$ cat src/rtl/smb_rx_pkg.sv
package smb_rx_pkg;
  typedef enum logic [2:0] {
    RX_OK   = 3'd0,
    RX_PEC  = 3'd1,
    RX_OVF  = 3'd2,
    RX_STOP = 3'd3,
    RX_TOUT = 3'd4
  } rx_code_e;

  localparam int DATA_W = 8;

  typedef struct packed {
    logic [DATA_W-1:0] data;
    logic              first;
    logic              last;
    rx_code_e          code;
  } rx_entry_t;
endpackage

$ cat src/rtl/smb_rx_store.sv
module smb_rx_store
  import smb_rx_pkg::*;
#(
  parameter int DEPTH = 5,
  localparam int PW = (DEPTH > 1) ? $clog2(DEPTH) : 1,
  localparam int CW = $clog2(DEPTH + 1)
) (
  input  logic            clk_i,
  input  logic            rst_ni,
  input  logic            clr_i,
  input  logic            push_i,
  input  rx_entry_t       push_ent_i,
  input  logic            pop_i,
  input  logic            mark_i,
  input  rx_code_e        mark_code_i,
  output rx_entry_t       head_o,
  output logic [CW-1:0]   cnt_o,
  output logic            empty_o,
  output logic            full_o
);
  logic [PW-1:0] wr_ptr_q, rd_ptr_q, tail_ptr;
  logic [CW-1:0] cnt_q;
  rx_entry_t     slots [DEPTH];

  function automatic logic [PW-1:0] ptr_inc(input logic [PW-1:0] p);
    return (p == PW'(DEPTH - 1)) ? '0 : p + PW'(1);
  endfunction

  // slot written by the most recent push
  assign tail_ptr = (wr_ptr_q == '0) ? PW'(DEPTH - 1) : wr_ptr_q - PW'(1);

  for (genvar i = 0; i < DEPTH; i++) begin : g_slot
    rx_entry_t slot_q;
    always_ff @(posedge clk_i or negedge rst_ni) begin
      if (!rst_ni) begin
        slot_q <= '0;
      end else if (clr_i) begin
        slot_q <= '0;
      end else if (push_i && wr_ptr_q == PW'(i)) begin
        slot_q <= push_ent_i;
      end else if (mark_i && tail_ptr == PW'(i)) begin
        slot_q.last <= 1'b1;
        slot_q.code <= mark_code_i;
      end
    end
    assign slots[i] = slot_q;
  end

  always_ff @(posedge clk_i or negedge rst_ni) begin
    if (!rst_ni) begin
      wr_ptr_q <= '0;
      rd_ptr_q <= '0;
      cnt_q    <= '0;
    end else if (clr_i) begin
      wr_ptr_q <= '0;
      rd_ptr_q <= '0;
      cnt_q    <= '0;
    end else begin
      if (push_i) wr_ptr_q <= ptr_inc(wr_ptr_q);
      if (pop_i)  rd_ptr_q <= ptr_inc(rd_ptr_q);
      cnt_q <= cnt_q + CW'(push_i) - CW'(pop_i);
    end
  end

  assign head_o  = slots[rd_ptr_q];
  assign cnt_o   = cnt_q;
  assign empty_o = (cnt_q == '0);
  assign full_o  = (cnt_q == CW'(DEPTH));
endmodule

$ cat src/rtl/smb_rx_ctrl.sv
module smb_rx_ctrl
  import smb_rx_pkg::*;
#(
  parameter int DEPTH = 5,
  localparam int CW = $clog2(DEPTH + 1)
) (
  input  logic              clk_i,
  input  logic              rst_ni,
  input  logic              clr_i,
  input  logic              byte_vld_i,
  input  logic [DATA_W-1:0] byte_i,
  input  logic              sof_i,
  input  logic              end_vld_i,
  input  rx_code_e          end_code_i,
  input  logic              rd_i,
  input  logic              w1c_done_i,
  input  logic              empty_i,
  input  logic              full_i,
  input  logic [CW-1:0]     cnt_i,
  input  logic              head_last_i,
  input  rx_code_e          head_code_i,
  output logic              push_o,
  output rx_entry_t         push_ent_o,
  output logic              pop_o,
  output logic              mark_o,
  output rx_code_e          mark_code_o,
  output logic              done_o,
  output rx_code_e          status_o
);
  logic     open_q, ovf_q, pend_q, done_q;
  rx_code_e status_q;

  logic     start, start_ok, live, push_try, ovf_now, ovf_any;
  logic     end_take, rem_nz, mark_new, direct, last_pop;
  rx_code_e end_code;

  assign pop_o    = rd_i && !empty_i;
  assign last_pop = pop_o && head_last_i;
  assign start    = byte_vld_i && sof_i;
  // one transfer in flight: blocked while done or a closed transfer waits
  assign start_ok = !done_q && !pend_q;
  assign live     = start ? start_ok : open_q;
  assign push_try = byte_vld_i && live;
  assign push_o   = push_try && !full_i;
  assign ovf_now  = push_try && full_i;
  assign ovf_any  = (start ? 1'b0 : ovf_q) || ovf_now;
  assign end_take = end_vld_i && live;
  assign end_code = ovf_any ? RX_OVF : end_code_i;

  // entries of this transfer left once the current pop is done
  assign rem_nz   = pop_o ? (cnt_i > CW'(1)) : (cnt_i != '0);
  assign mark_new = end_take && push_o;
  assign mark_o   = end_take && !push_o && rem_nz;
  assign direct   = end_take && !push_o && !rem_nz;
  assign mark_code_o = end_code;

  always_comb begin
    push_ent_o.data  = byte_i;
    push_ent_o.first = sof_i;
    push_ent_o.last  = mark_new;
    push_ent_o.code  = mark_new ? end_code : RX_OK;
  end

  always_ff @(posedge clk_i or negedge rst_ni) begin
    if (!rst_ni) begin
      open_q   <= 1'b0;
      ovf_q    <= 1'b0;
      pend_q   <= 1'b0;
      done_q   <= 1'b0;
      status_q <= RX_OK;
    end else if (clr_i) begin
      open_q   <= 1'b0;
      ovf_q    <= 1'b0;
      pend_q   <= 1'b0;
      done_q   <= 1'b0;
      status_q <= RX_OK;
    end else begin
      if (end_take)   open_q <= 1'b0;
      else if (start) open_q <= start_ok;

      ovf_q <= end_take ? 1'b0 : (live ? ovf_any : 1'b0);

      if (mark_new || mark_o) pend_q <= 1'b1;
      else if (last_pop)      pend_q <= 1'b0;

      if (last_pop) begin
        done_q   <= 1'b1;
        status_q <= head_code_i;
      end else if (direct) begin
        done_q   <= 1'b1;
        status_q <= end_code;
      end else if (w1c_done_i) begin
        done_q   <= 1'b0;
        status_q <= RX_OK;
      end
    end
  end

  assign done_o   = done_q;
  assign status_o = status_q;
endmodule

$ cat src/rtl/smb_rx_regview.sv
module smb_rx_regview
  import smb_rx_pkg::*;
(
  input  rx_entry_t   head_i,
  input  logic        empty_i,
  input  logic        done_i,
  input  rx_code_e    status_i,
  output logic [31:0] rdata_o
);
  logic     ready, first, done, head_last;
  logic [DATA_W-1:0] data;
  rx_code_e st;

  assign ready     = !empty_i;
  assign head_last = ready && head_i.last;
  assign data      = ready ? head_i.data : '0;
  assign first     = ready && head_i.first;
  assign done      = done_i || head_last;
  assign st        = head_last ? head_i.code : (done_i ? status_i : RX_OK);

  assign rdata_o = {18'b0, st, first, done, ready, data};
endmodule

$ cat src/rtl/smb_rx_buffer.sv
module smb_rx_buffer
  import smb_rx_pkg::*;
#(
  parameter int DEPTH = 5,
  localparam int CW = $clog2(DEPTH + 1)
) (
  input  logic        clk_i,
  input  logic        rst_ni,
  input  logic        byte_vld_i,
  input  logic [7:0]  byte_i,
  input  logic        sof_i,
  input  logic        end_vld_i,
  input  logic [2:0]  end_code_i,
  input  logic        rd_i,
  input  logic        wr_i,
  input  logic [31:0] wdata_i,
  output logic [31:0] rdata_o,
  input  logic        ctl_wr_i,
  input  logic [31:0] ctl_wdata_i,
  output logic [31:0] ctl_rdata_o
);
  rx_entry_t     head, push_ent;
  rx_code_e      mark_code, status_q;
  logic          push, pop, mark, empty, full, done_q, srst_q;
  logic [CW-1:0] cnt;

  logic unused_wbits;
  assign unused_wbits = ^{wdata_i[31:10], wdata_i[8:0], ctl_wdata_i[31:1]};

  // soft reset: one-cycle pulse, clears receive logic and itself
  always_ff @(posedge clk_i or negedge rst_ni) begin
    if (!rst_ni)                         srst_q <= 1'b0;
    else if (srst_q)                     srst_q <= 1'b0;
    else if (ctl_wr_i && ctl_wdata_i[0]) srst_q <= 1'b1;
  end
  assign ctl_rdata_o = {31'b0, srst_q};

  smb_rx_store #(.DEPTH(DEPTH)) u_store (
    .clk_i       (clk_i),
    .rst_ni      (rst_ni),
    .clr_i       (srst_q),
    .push_i      (push),
    .push_ent_i  (push_ent),
    .pop_i       (pop),
    .mark_i      (mark),
    .mark_code_i (mark_code),
    .head_o      (head),
    .cnt_o       (cnt),
    .empty_o     (empty),
    .full_o      (full)
  );

  smb_rx_ctrl #(.DEPTH(DEPTH)) u_ctrl (
    .clk_i       (clk_i),
    .rst_ni      (rst_ni),
    .clr_i       (srst_q),
    .byte_vld_i  (byte_vld_i),
    .byte_i      (byte_i),
    .sof_i       (sof_i),
    .end_vld_i   (end_vld_i),
    .end_code_i  (rx_code_e'(end_code_i)),
    .rd_i        (rd_i),
    .w1c_done_i  (wr_i && wdata_i[9]),
    .empty_i     (empty),
    .full_i      (full),
    .cnt_i       (cnt),
    .head_last_i (!empty && head.last),
    .head_code_i (head.code),
    .push_o      (push),
    .push_ent_o  (push_ent),
    .pop_o       (pop),
    .mark_o      (mark),
    .mark_code_o (mark_code),
    .done_o      (done_q),
    .status_o    (status_q)
  );

  smb_rx_regview u_view (
    .head_i   (head),
    .empty_i  (empty),
    .done_i   (done_q),
    .status_i (status_q),
    .rdata_o  (rdata_o)
  );
endmodule

$ cat config.mk
export PLATFORM = sky130hd
export DESIGN_NAME = smb_rx_buffer
export DESIGN_NICKNAME = d
export VERILOG_FILES = /design/src/rtl/smb_rx_pkg.sv /design/src/rtl/smb_rx_store.sv /design/src/rtl/smb_rx_ctrl.sv /design/src/rtl/smb_rx_regview.sv /design/src/rtl/smb_rx_buffer.sv
export SDC_FILE = /design/constraint.sdc
export NUM_CORES = 1
export LEC_CHECK = 0
export ABC_AREA = 1
export BUFFER_PORTS_ARGS = -buffer_cell sky130_fd_sc_hd__buf_2
export CAP_MARGIN = 30
export CORE_MARGIN = 5
export CORE_UTILIZATION = 30
export DETAILED_ROUTE_END_ITERATION = 12
export PLACE_DENSITY = 0.54
export SLEW_MARGIN = 10
export SYNTH_ARGS = -nofsm -noshare
export SYNTH_HDL_FRONTEND = slang
export SYNTH_HIERARCHICAL = 1
export SYNTH_SLANG_ARGS = --single-unit
$ cat constraint.sdc
create_clock -name clk_i -period 2.24 [get_ports clk_i]
set_input_delay 0.112 -clock clk_i [delete_from_list [all_inputs] [get_ports clk_i]]
set_output_delay 0.112 -clock clk_i [all_outputs]
set_load 0.02 [all_outputs]
==> results of run 1 <==
## synth_stat cells (4+ instances only)
library cell / count
buf_2: 12
nor2_2: 4
clkbuf_1: 7
nand2_1: 209
nand2_2: 10
inv_1: 90
ha_1: 10
nand3_1: 54
inv_2: 9
nor2_1: 59
nor3_1: 5
buf_4: 64
o21ai_0: 75
dfrtp_1: 82
a21oi_1: 29
## routing by layer
layer	GRT usage	vias to the layer above	share of wire
met4	0.0202	0	0.0038
met2	0.211	93	0.46
met3	0.0343	8	0.048
li1	-	2286	-
met1	0.200	2100	0.49
met5	0	-	0
## per-stage QoR
stage	setup WS, ns	total power, uW	TNS [ns]	hold WS [ns]	utilization
finish	0.0875	6350	0	0.0117	0.344
global route	-0.00107	6850	-0.00107	0.0126	0.344
CTS	0.0568	6340	0	0.000177	0.342
detailed placement	0.0752	4750	0	0.113	0.322
global placement	0.0999	4730	0	0.108	0.322
floorplan	0.0498	3990	0	-0.184	-
## power by group
| part | switching, uW | leakage [uW] | internal, uW | total (uW) |
|---|---|---|---|---|
| clock network | 623 | 0.000156 | 931 | 1550 |
| registers | 177 | 0.00110 | 1790 | 1970 |
| logic | 1860 | 0.00192 | 970 | 2830 |
## cell families after synthesis
logic type,Yosys count,share of synthesized area
AO/OA/AOI/OAI,109,0.107
adder cells (fa/ha/maj),11,0.0278
buffers and inverters,185,0.185
flip-flops,82,0.393
other,2,0.00144
AND/OR/NAND/NOR,354,0.286
## tightest hold or removal path, delay by kind of cell
| kind | cells | cell delay [ns] |
|---|---|---|
| AND/OR/NAND/NOR | 2 | 0.10 |
| buffers and inverters | 1 | 0.10 |
## worst paths after layout
path	endpoint	slack, ns	cells past startpoint
max	u_store/cnt_o[2]	0.09	11
min	srst_q	0.01	3
max reg2reg	u_store/cnt_o[2]	0.09	11
min reg2reg	u_store/g_slot[3].slot_q[9]	0.47	2
max in group asynchronous	u_store/g_slot[1].slot_q[0]	1.37	3
min in group asynchronous	u_store/cnt_o[1]	0.28	2
## timing repair
action,CTS,global route
endpoints found under the hold margin,34,0
setup buffers,0,1
hold buffers,2,0
gates resized for setup,0,8
setup endpoints to repair,0,2
## area by class of cell
type	instances	area, sq um	area share
timing repair buffer	68	455	0.0772
tap	225	282	0.0477
sequential	82	2050	0.348
multi-input combinational	523	2420	0.410
clock buffer	11	253	0.0428
clock inverter	5	61.3	0.0104
inverter	100	378	0.0640
## flip-flops by register name, indices dropped and copies added (netlist names)
name,count
u_ctrl/pend_q,1
u_ctrl/status_o,3
u_store/rd_ptr_q,3
u_store/g_slot.slot_q,65
u_store/wr_ptr_q,3
u_ctrl/done_o,1
srst_q,1
u_store/cnt_o,3
u_ctrl/open_q,1
u_ctrl/ovf_q,1
==> impl_results.md, run 1 <==
* Drt first-iter violations at between 300 and 400
* Final ANT Viol Nets at 0
* Tightest Hold Check Type: primary input to register
* Crit path max-delay cell type: dfrtp_1
* Final Setup Violations at 0
* DP Area at about 5500 sq um
* P_leak at 0.00317 uW
* CTS buffer count at 9
* CP delay by family, top: simple AND/OR/NAND/NOR gates
* Outcome: finished clean
* Htree depth at 3
* GR Overflow Total at 0
* Root Driver: clkbuf_16
* Initial antenna violation count at 0
* Chip width at about 140 microns
* Number of synthesized register bits at 82
* Post-synth EDFFs at 0
* Commonest non-fill, non-tap cell in the layout: nand2_1
* Power Density at 1080 nW/um^2
* Largest net degree at the start of global routing at 36
* Final #Nets at 878
* Min Clock Period, post-route at approximately 2.2 ns
* Crit path DAT at 2.42 ns
* Detailed placement HPWL at 9940 microns
* GPL Wtd Cong at 0.829
* Final Max Slew Viols at 0
* Post-DR vias/cell at 4.43
* Detailed Routing Iterations Pass 1 at 5
* VDD IR max at about 0.00061 V
* Buffers added on ports at 35
* Antenna fix cells at 0
* Sequential-to-total area share from yosys stat at 0.393
* Most frequent CP cell: inv_2
* CTS Sinks at about 80
* Row count at between 40 and 50
* Placed cell count at 995
* Hold Crit Start: ctl_wdata_i[0]
* CTS Buffer Depth at 2
* Finished layout cell area at between 5000 and 6000 sq um
* Worst Setup End Kind: register
* Asr flop ratio synth at 1.00
* Worst-path clk slew at 0.06 ns
* Area of the die at 20200 sq um
* Largest stage delay on the critical path at 0.38 ns
* GRT Total Usage at 0.137
* Worst-Skew Late Latency at 0.34 ns
* Setup Crit Path Kind: register to register
* Most frequent cells in the layout: nand2_1, inv_1, dfrtp_1
* Worst EP required at roughly 2.5 ns
* # IOs at 147
* Mapped Area at 5230 sq um
* Highest clock rate at ~0.46 GHz
* Non-filler cells, final at 1014
* Area delta synth->final at 12.9%
* Tcrit/Tclk final at 0.961
* Synth top area cells: dfrtp_1, nand2_1, buf_4, o21ai_0, inv_1
* Worst setup SP type: register
* Buffer and inverter count on the worst path at 3
* Final hold vios at 0
* Total wire length after detailed routing at about 14000 microns
* Max FO, Critical Path at 2
* Die span in y at 142 microns
* Final Skew at 0.00766 ns
* CP Cell Sequence: or2_4 -> nor2_4 -> or2_1 -> inv_2 -> ha_4 -> inv_1 -> ha_2 -> inv_2 -> fa_2 -> and3_4 -> nor3_2
* Reg2reg start: u_store/cnt_o[2]
* Synthesis Warnings at 6
* Avg Cell Area, Syn at 7.04 sq um
* Max-Cap Viols at 0
* Core Box Area at between 15000 and 20000 sq um
* Fill count at 1925
* Wire per inst at 13.6 microns
* Post-synth top flop: dfrtp_1
* Number of global-route vias before repair at 4199
* DRC at 0
* Initial Utilization at 0.304
* Layout cells sized above 1 at 0.152
* Synth cell types at 34
* Leading area contributor after synthesis: dfrtp_1
* Synthesized instance count at 743
* Vias at 4487
* Critical path startpoint: u_store/cnt_o[2]
* Top cell type's share of synthesized area at 0.393
* TritonCTS clock tree: yes
* First-pass GRT wire length at 22000 microns
(Power assumes the default switching activity.)
==> run 2: changes to the inputs <==
CTS_BUF_LIST = sky130_fd_sc_hd__clkbuf_8   (was not set)
==> impl_results.md, run 2 (synthesized netlist as in run 1, its figures left out) <==
* Outcome: finished clean (unchanged)
* GRT Total Usage at 0.137 (about the same)
* Min Clock Period, post-route at 2.15 ns (about the same)
* CP Cell Sequence: or2_4 -> nor2_4 -> or2_1 -> inv_1 -> ha_1 -> inv_1 -> ha_1 -> inv_1 -> fa_2 -> and3_1 -> nor3_1 (was or2_4 -> nor2_4 -> or2_1 -> inv_2 -> ha_4 -> inv_1 -> ha_2 -> inv_2 -> fa_2 -> and3_4 -> nor3_2)
* Final Max Slew Viols at 0 (unchanged)
* First-pass GRT wire length at 22000 microns (about the same)
* Max-Cap Viols at 0 (unchanged)
* Critical path startpoint: u_store/cnt_o[2] (unchanged)
* Worst setup SP type: register (unchanged)
* Htree depth at 3 (unchanged)
* Drt first-iter violations at 327 (was 319)
* Top reg by flops: u_store/g_slot.slot_q (unchanged)
* VDD IR max at 0.000541 V (was 0.000614 V)
* DRC at 0 (unchanged)
* Largest stage delay on the critical path at 0.39 ns (was 0.38 ns)
* Final ANT Viol Nets at 0 (unchanged)
* Crit path to: u_store/cnt_o[2] (unchanged)
* GR Overflow Total at 0 (unchanged)
* Worst-path clk slew at 0.09 ns (was 0.06 ns)
* Commonest non-fill, non-tap cell in the layout: nand2_1 (unchanged)
* Worst Setup End Kind: register (unchanged)
* Most frequent CP cell: inv_1 (was inv_2)
* R2r setup slk at 0.09 ns (about the same)
* Area of the die at 20200 sq um (unchanged)
* Final Skew at 0.0126 ns (was 0.00766 ns)
* Row count at 48 (unchanged)
* Placed cell count at 995 (unchanged)
* GPL Wtd Cong at 0.829 (unchanged)
* Reg2reg start: u_store/cnt_o[2] (unchanged)
* Max FO, Critical Path at 3 (was 2)
* Crit path max-delay cell type: dfrtp_1 (unchanged)
* CP delay by family, top: simple AND/OR/NAND/NOR gates (unchanged)
* Buffers added on ports at 35 (unchanged)
* Tcrit/Tclk final at 0.960 (was 0.961)
* Detailed Routing Iterations Pass 1 at 5 (unchanged)
* Largest net degree at the start of global routing at 36 (unchanged)
* Worst EP required at 2.53 ns (was 2.51 ns)
* Die span in y at 142 microns (unchanged)
* Reg2Reg Depth at 11 (unchanged)
* Setup Crit Path Kind: register to register (unchanged)
* Crit path DAT at 2.44 ns (was 2.42 ns)
* Number of global-route vias before repair at 4219 (was 4199)
* Vias at 4494 (was 4487)
* Overall Power at 5910 uW (was 6350 uW)
* Initial Utilization at 0.304 (unchanged)
* Most frequent cells in the layout: nand2_1, inv_1, dfrtp_1 (unchanged)
* Final hold vios at 0 (unchanged)
* Non-filler cells, final at 1015 (was 1014)
* Largest register FFs at 65 (unchanged)
* CTS Buffer Depth at 2 (unchanged)
* Total wire length after detailed routing at 13800 microns (about the same)
* Power Density at 1020 nW/um^2 (was 1080 nW/um^2)
* Post-DR vias/cell at 4.43 (about the same)
* Area delta synth->final at 10.7% (was 12.9%)
* Multi-input logic area at 2400 sq um (was 2420 sq um)
* Area occupied by registers at 2050 sq um (unchanged)
* Tightest Hold Check Type: primary input to register (unchanged)
* Final #Nets at 879 (was 878)
* Initial antenna violation count at 0 (unchanged)
* TritonCTS clock tree: yes (unchanged)
* Root Driver: clkbuf_8 (was clkbuf_16)
* Highest clock rate at 0.465 GHz (about the same)
* Chip width at 142 microns (unchanged)
* # IOs at 147 (unchanged)
* Final Setup Violations at 0 (unchanged)
* Worst-Skew Late Latency at 0.36 ns (was 0.34 ns)
* Detailed placement HPWL at 9940 microns (unchanged)
* Met3 wire length at 649 microns (was 663 microns)
* Buffer and inverter count on the worst path at 3 (unchanged)
* P_leak at 0.00313 uW (was 0.00317 uW)
* R2r endpoint: u_store/cnt_o[2] (unchanged)
* Metal-1 WL at 6840 microns (was 6770 microns)
* Final core utilization at 0.337 (was 0.344)
* Antenna fix cells at 0 (unchanged)
* DR top layer: met4 (unchanged)
* CTS Sinks at 82 (unchanged)
* Layout cells sized above 1 at 0.143 (was 0.152)
* CTS buffer count at 9 (unchanged)
* Core Box Area at 17200 sq um (unchanged)
* RSZ-0062 raised after global routing: true
* Crit. path cell count at 11 (unchanged)
* Met2 routed WL at 6200 microns (was 6350 microns)
* Fill count at 1945 (was 1925)
* Wire per inst at 13.6 microns (about the same)
## run 2: cell types whose count changed in the layout (fill, tap and decap cells not counted), moves of 2 or more
| cell | before | now |
|---|---|---|
| dlygate4sd3_1 | 2 | 4 |
| ha_1 | 8 | 10 |
| clkbuf_8 | 2 | 11 |
| inv_2 | 11 | 9 |
| inv_1 | 88 | 90 |
| clkbuf_16 | 9 | 0 |
## run 2: cell type report
type,count,area share
inverter,100,0.0653
clock buffer,11,0.0262
clock inverter,5,0.0106
timing repair buffer,69,0.0808
sequential,82,0.354
multi-input combinational,523,0.414
tap,225,0.0486
## run 2: where the power goes
part	internal (uW)	total (uW)	switching, uW
sequential	1790	1960	176
combinational	932	2770	1840
clock	583	1170	587
total	3300	5910	2600
## run 2: repair_timing
item	4_1_cts	5_1_grt
resized for setup	0	3
hold endpoints to repair	35	0
hold buffers	4	0
setup endpoints to repair	0	4
setup buffers	0	0
## run 2: per-layer routing
layer,track usage,vias to the layer above
met5,0,-
met4,0.0278,0
met3,0.0272,12
li1,-,2288
met2,0.211,115
met1,0.201,2079
## run 2: worst min path at each step
stage	from	endpoint	slack, ns	cells after the start
after global placement	rst_ni	u_store/cnt_o[2]	0.11	1
after global routing	byte_i[3]	u_store/g_slot[3].slot_q[8]	0.13	5
final	byte_i[5]	u_store/g_slot[3].slot_q[10]	0.11	5
after detailed placement	rst_ni	u_store/cnt_o[2]	0.11	1
after CTS	byte_i[0]	u_store/g_slot[1].slot_q[5]	0.10	5
after floorplan	rst_ni	srst_q	-0.18	0
## run 2: worst min-delay path, stage by stage
cell	delay, ns
buf_2	0.10
inv_1	0.04
nor2_1	0.08
nand2_1	0.07
nand2_1	0.04
## run 2: per-stage QoR
| stage | hold slack [ns] | TNS, ns | setup WS [ns] | instance area [sq um] |
|---|---|---|---|---|
| after floorplan | -0.184 | 0 | 0.0498 | 5410 |
| after global routing | 0.132 | -0.0550 | -0.0454 | 5790 |
| after global placement | 0.108 | 0 | 0.0999 | 5530 |
| after detailed placement | 0.113 | 0 | 0.0752 | 5530 |
| after CTS | 0.104 | 0 | 0.0516 | 5790 |
| final | 0.114 | 0 | 0.0886 | 5790 |
==> run 3: changes to the inputs <==
SYNTH_HIERARCHICAL = not set   (was 1)
==> impl_results.md, run 3 <==
* Area delta synth->final at 9.49% (was 10.7%)
* DP Area at 5320 sq um (was 5530 sq um)
* Most frequent cell after synthesis: nand2_1 (unchanged)
* Root Driver: clkbuf_8 (unchanged)
* Die span in y at 140 microns (was 142 microns)
* Worst-Skew Late Latency at 0.39 ns (was 0.36 ns)
* Antenna fix cells at 0 (unchanged)
* Post-DR vias/cell at 4.39 (was 4.43)
* Final Max Slew Viols at 0 (unchanged)
* P_leak at 0.00305 uW (was 0.00313 uW)
* GPL Wtd Cong at 0.844 (was 0.829)
* Tcrit/Tclk final at 0.921 (was 0.960)
* Outcome: finished clean (unchanged)
* Commonest non-fill, non-tap cell in the layout: nand2_1 (unchanged)
* Power Density at 1190 nW/um^2 (was 1020 nW/um^2)
* Number of synthesized register bits at 82 (unchanged)
* VDD IR max at 0.000403 V (was 0.000541 V)
* Post-synth EDFFs at 0 (unchanged)
* Worst Setup End Kind: output pin (was register)
* Synthesis Warnings at 0 (was 6)
* Tightest Hold Check Type: primary input to register (unchanged)
* Worst-path clk slew at 0.09 ns (about the same)
* Largest net degree at the start of global routing at 53 (was 36)
* Leading area contributor after synthesis: dfrtp_1 (unchanged)
* DRC at 0 (unchanged)
* Drt first-iter violations at 262 (was 327)
* Chip width at 140 microns (was 142 microns)
* Setup Crit Path Kind: register to output pin (was register to register)
* Hold Crit Start: wdata_i[9] (was byte_i[5])
* CTS Sinks at 82 (unchanged)
* Initial Utilization at 0.307 (was 0.304)
* Detailed Routing Iterations Pass 1 at 4 (was 5)
* Top cells by instance count after synthesis: nand2_1, dfrtp_1, inv_1, nand3_1, buf_4 (was nand2_1, inv_1, dfrtp_1, o21ai_0, buf_4)
* Finished layout cell area at 5590 sq um (was 5790 sq um)
* Detailed placement HPWL at 9170 microns (was 9940 microns)
* Synthesized instance count at 669 (was 743)
* Avg Cell Area, Syn at 7.63 sq um (was 7.04 sq um)
* Vias at 4099 (was 4494)
* Mapped Area at 5100 sq um (was 5230 sq um)
* Max-Cap Viols at 0 (unchanged)
* Non-filler cells, final at 934 (was 1015)
* Critical path startpoint: u_store.rd_ptr_q[0] (was u_store/cnt_o[2])
* Reg2Reg Depth at 11 (unchanged)
* Highest clock rate at 0.485 GHz (was 0.465 GHz)
* Worst setup SP type: register (unchanged)
* Synth cell types at 35 (was 34)
* Max FO, Critical Path at 19 (was 3)
* Largest register FFs at 65 (unchanged)
* Min Clock Period, post-route at 2.06 ns (was 2.15 ns)
* Placed cell count at 912 (was 995)
* Fill count at 1793 (was 1945)
* Number of global-route vias before repair at 4019 (was 4219)
* Post-synth top flop: dfrtp_1 (unchanged)
* Core Box Area at 16600 sq um (was 17200 sq um)
* First-pass GRT wire length at 20700 microns (was 22000 microns)
* Layout cells sized above 1 at 0.154 (was 0.143)
* Most frequent cells in the layout: nand2_1, dfrtp_1, inv_1 (was nand2_1, inv_1, dfrtp_1)
* Final ANT Viol Nets at 0 (unchanged)
* Wire per inst at 13.6 microns (about the same)
* R2r setup slk at 0.20 ns (was 0.09 ns)
* Fin Hold WS at 0.0263 ns (was 0.114 ns)
* Final core utilization at 0.336 (was 0.337)
* Area of the die at 19700 sq um (was 20200 sq um)
* CTS Buffer Depth at 2 (unchanged)
* Buffers added on ports at 35 (unchanged)
* TritonCTS clock tree: yes (unchanged)
* Synth top area cells: dfrtp_1, nand2_1, buf_4, nand3_1, inv_1 (was dfrtp_1, nand2_1, buf_4, o21ai_0, inv_1)
* Final hold vios at 0 (unchanged)
* Final #Nets at 804 (was 879)
* Hold depth at 4 (was 5)
* Top cell type's share of synthesized area at 0.402 (was 0.393)
* CTS buffer count at 9 (unchanged)
* Top reg by flops: u_store.g_slot.slot_q (was u_store/g_slot.slot_q)
* Total negative setup slack at 0 ns (unchanged)
* Reg2reg start: u_store.cnt_o[0] (was u_store/cnt_o[2])
* Row count at 47 (was 48)
* GR Overflow Total at 0 (unchanged)
* GRT Total Usage at 0.132 (was 0.137)
* Final Skew at 0.0223 ns (was 0.0126 ns)
* Total wire length after detailed routing at 12700 microns (was 13800 microns)
* Htree depth at 3 (unchanged)
* Final Setup Violations at 0 (unchanged)
* Initial antenna violation count at 0 (unchanged)
* Crit path DAT at 1.95 ns (was 2.44 ns)
* Worst EP required at 2.13 ns (was 2.53 ns)
* # IOs at 147 (unchanged)
* RSZ-0062 raised after global routing: false (was true)
* Sequential-to-total area share from yosys stat at 0.402 (was 0.393)
* Asr flop ratio synth at 1.00 (unchanged)
[run 3: logic make-up (layout without fill, tap and decap cells)]
group | count (synthesis) | after routing | share of synthesized area
AND/OR/NAND/NOR | 325 | 325 | 0.301
buffers and inverters | 157 | 154 | 0.168
AO/OA/AOI/OAI | 91 | 91 | 0.0956
flip-flops | 82 | 82 | 0.402
adder cells (fa/ha/maj) | 12 | 12 | 0.0309
other | 1 | 49 | 0.000735
XOR/XNOR | 1 | 1 | 0.00172
[run 3: metrics by stage]
step | setup WS, ns | power [uW]
after detailed placement | 0.161 | 5520
after floorplan | 0.293 | 4690
after global routing | 0.0175 | 7260
after global placement | 0.201 | 5490
after CTS | 0.0424 | 6690
final | 0.177 | 6670
[run 3: final timing paths]
| check | to |
|---|---|
| max | rdata_o[11] |
| min | u_ctrl.done_o |
| max reg2reg | u_store.cnt_o[2] |
| min reg2reg | u_store.g_slot[0].slot_q[6] |
| max in group asynchronous | u_store.g_slot[4].slot_q[9] |
| min in group asynchronous | u_store.g_slot[4].slot_q[6] |
[run 3: final cells by class]
type,count,area [sq um],area share
clock buffers,9,124,0.0222
multi-input cells,478,2380,0.426
repair buffers,57,369,0.0661
clock inverters,7,76.3,0.0137
flip-flops and latches,82,2050,0.368
well taps,220,275,0.0493
inverters,81,308,0.0551
[run 3: what timing repair did]
action	CTS	global route
buffers inserted	0	2
hold buffers	4	0
resized for setup	0	9
endpoints found under the hold margin	32	0
endpoints found under the setup margin	0	5
[run 3: routing by layer]
layer	share of wire	wire, microns	GRT usage	vias to the layer above
li1	-	-	-	2089
met1	0.46	5810	0.173	1899
met4	0.023	298	0.0515	0
met2	0.47	6030	0.214	92
met3	0.047	592	0.0283	19
met5	0	0	0	-
[run 3: power breakdown]
group          switching [uW]  total, uW  internal (uW)
combinational            2190       3300           1110
clock                     622       1140            523
sequential                300       2220           1920
[run 3: critical path, stage by stage (launching register included)]
cell,delay (ns)
dfrtp_1,0.44
buf_6,0.19
nor2_8,0.19
a21oi_1,0.11
nor2_2,0.14
nand2_2,0.12
o21ai_1,0.18
buf_2,0.19
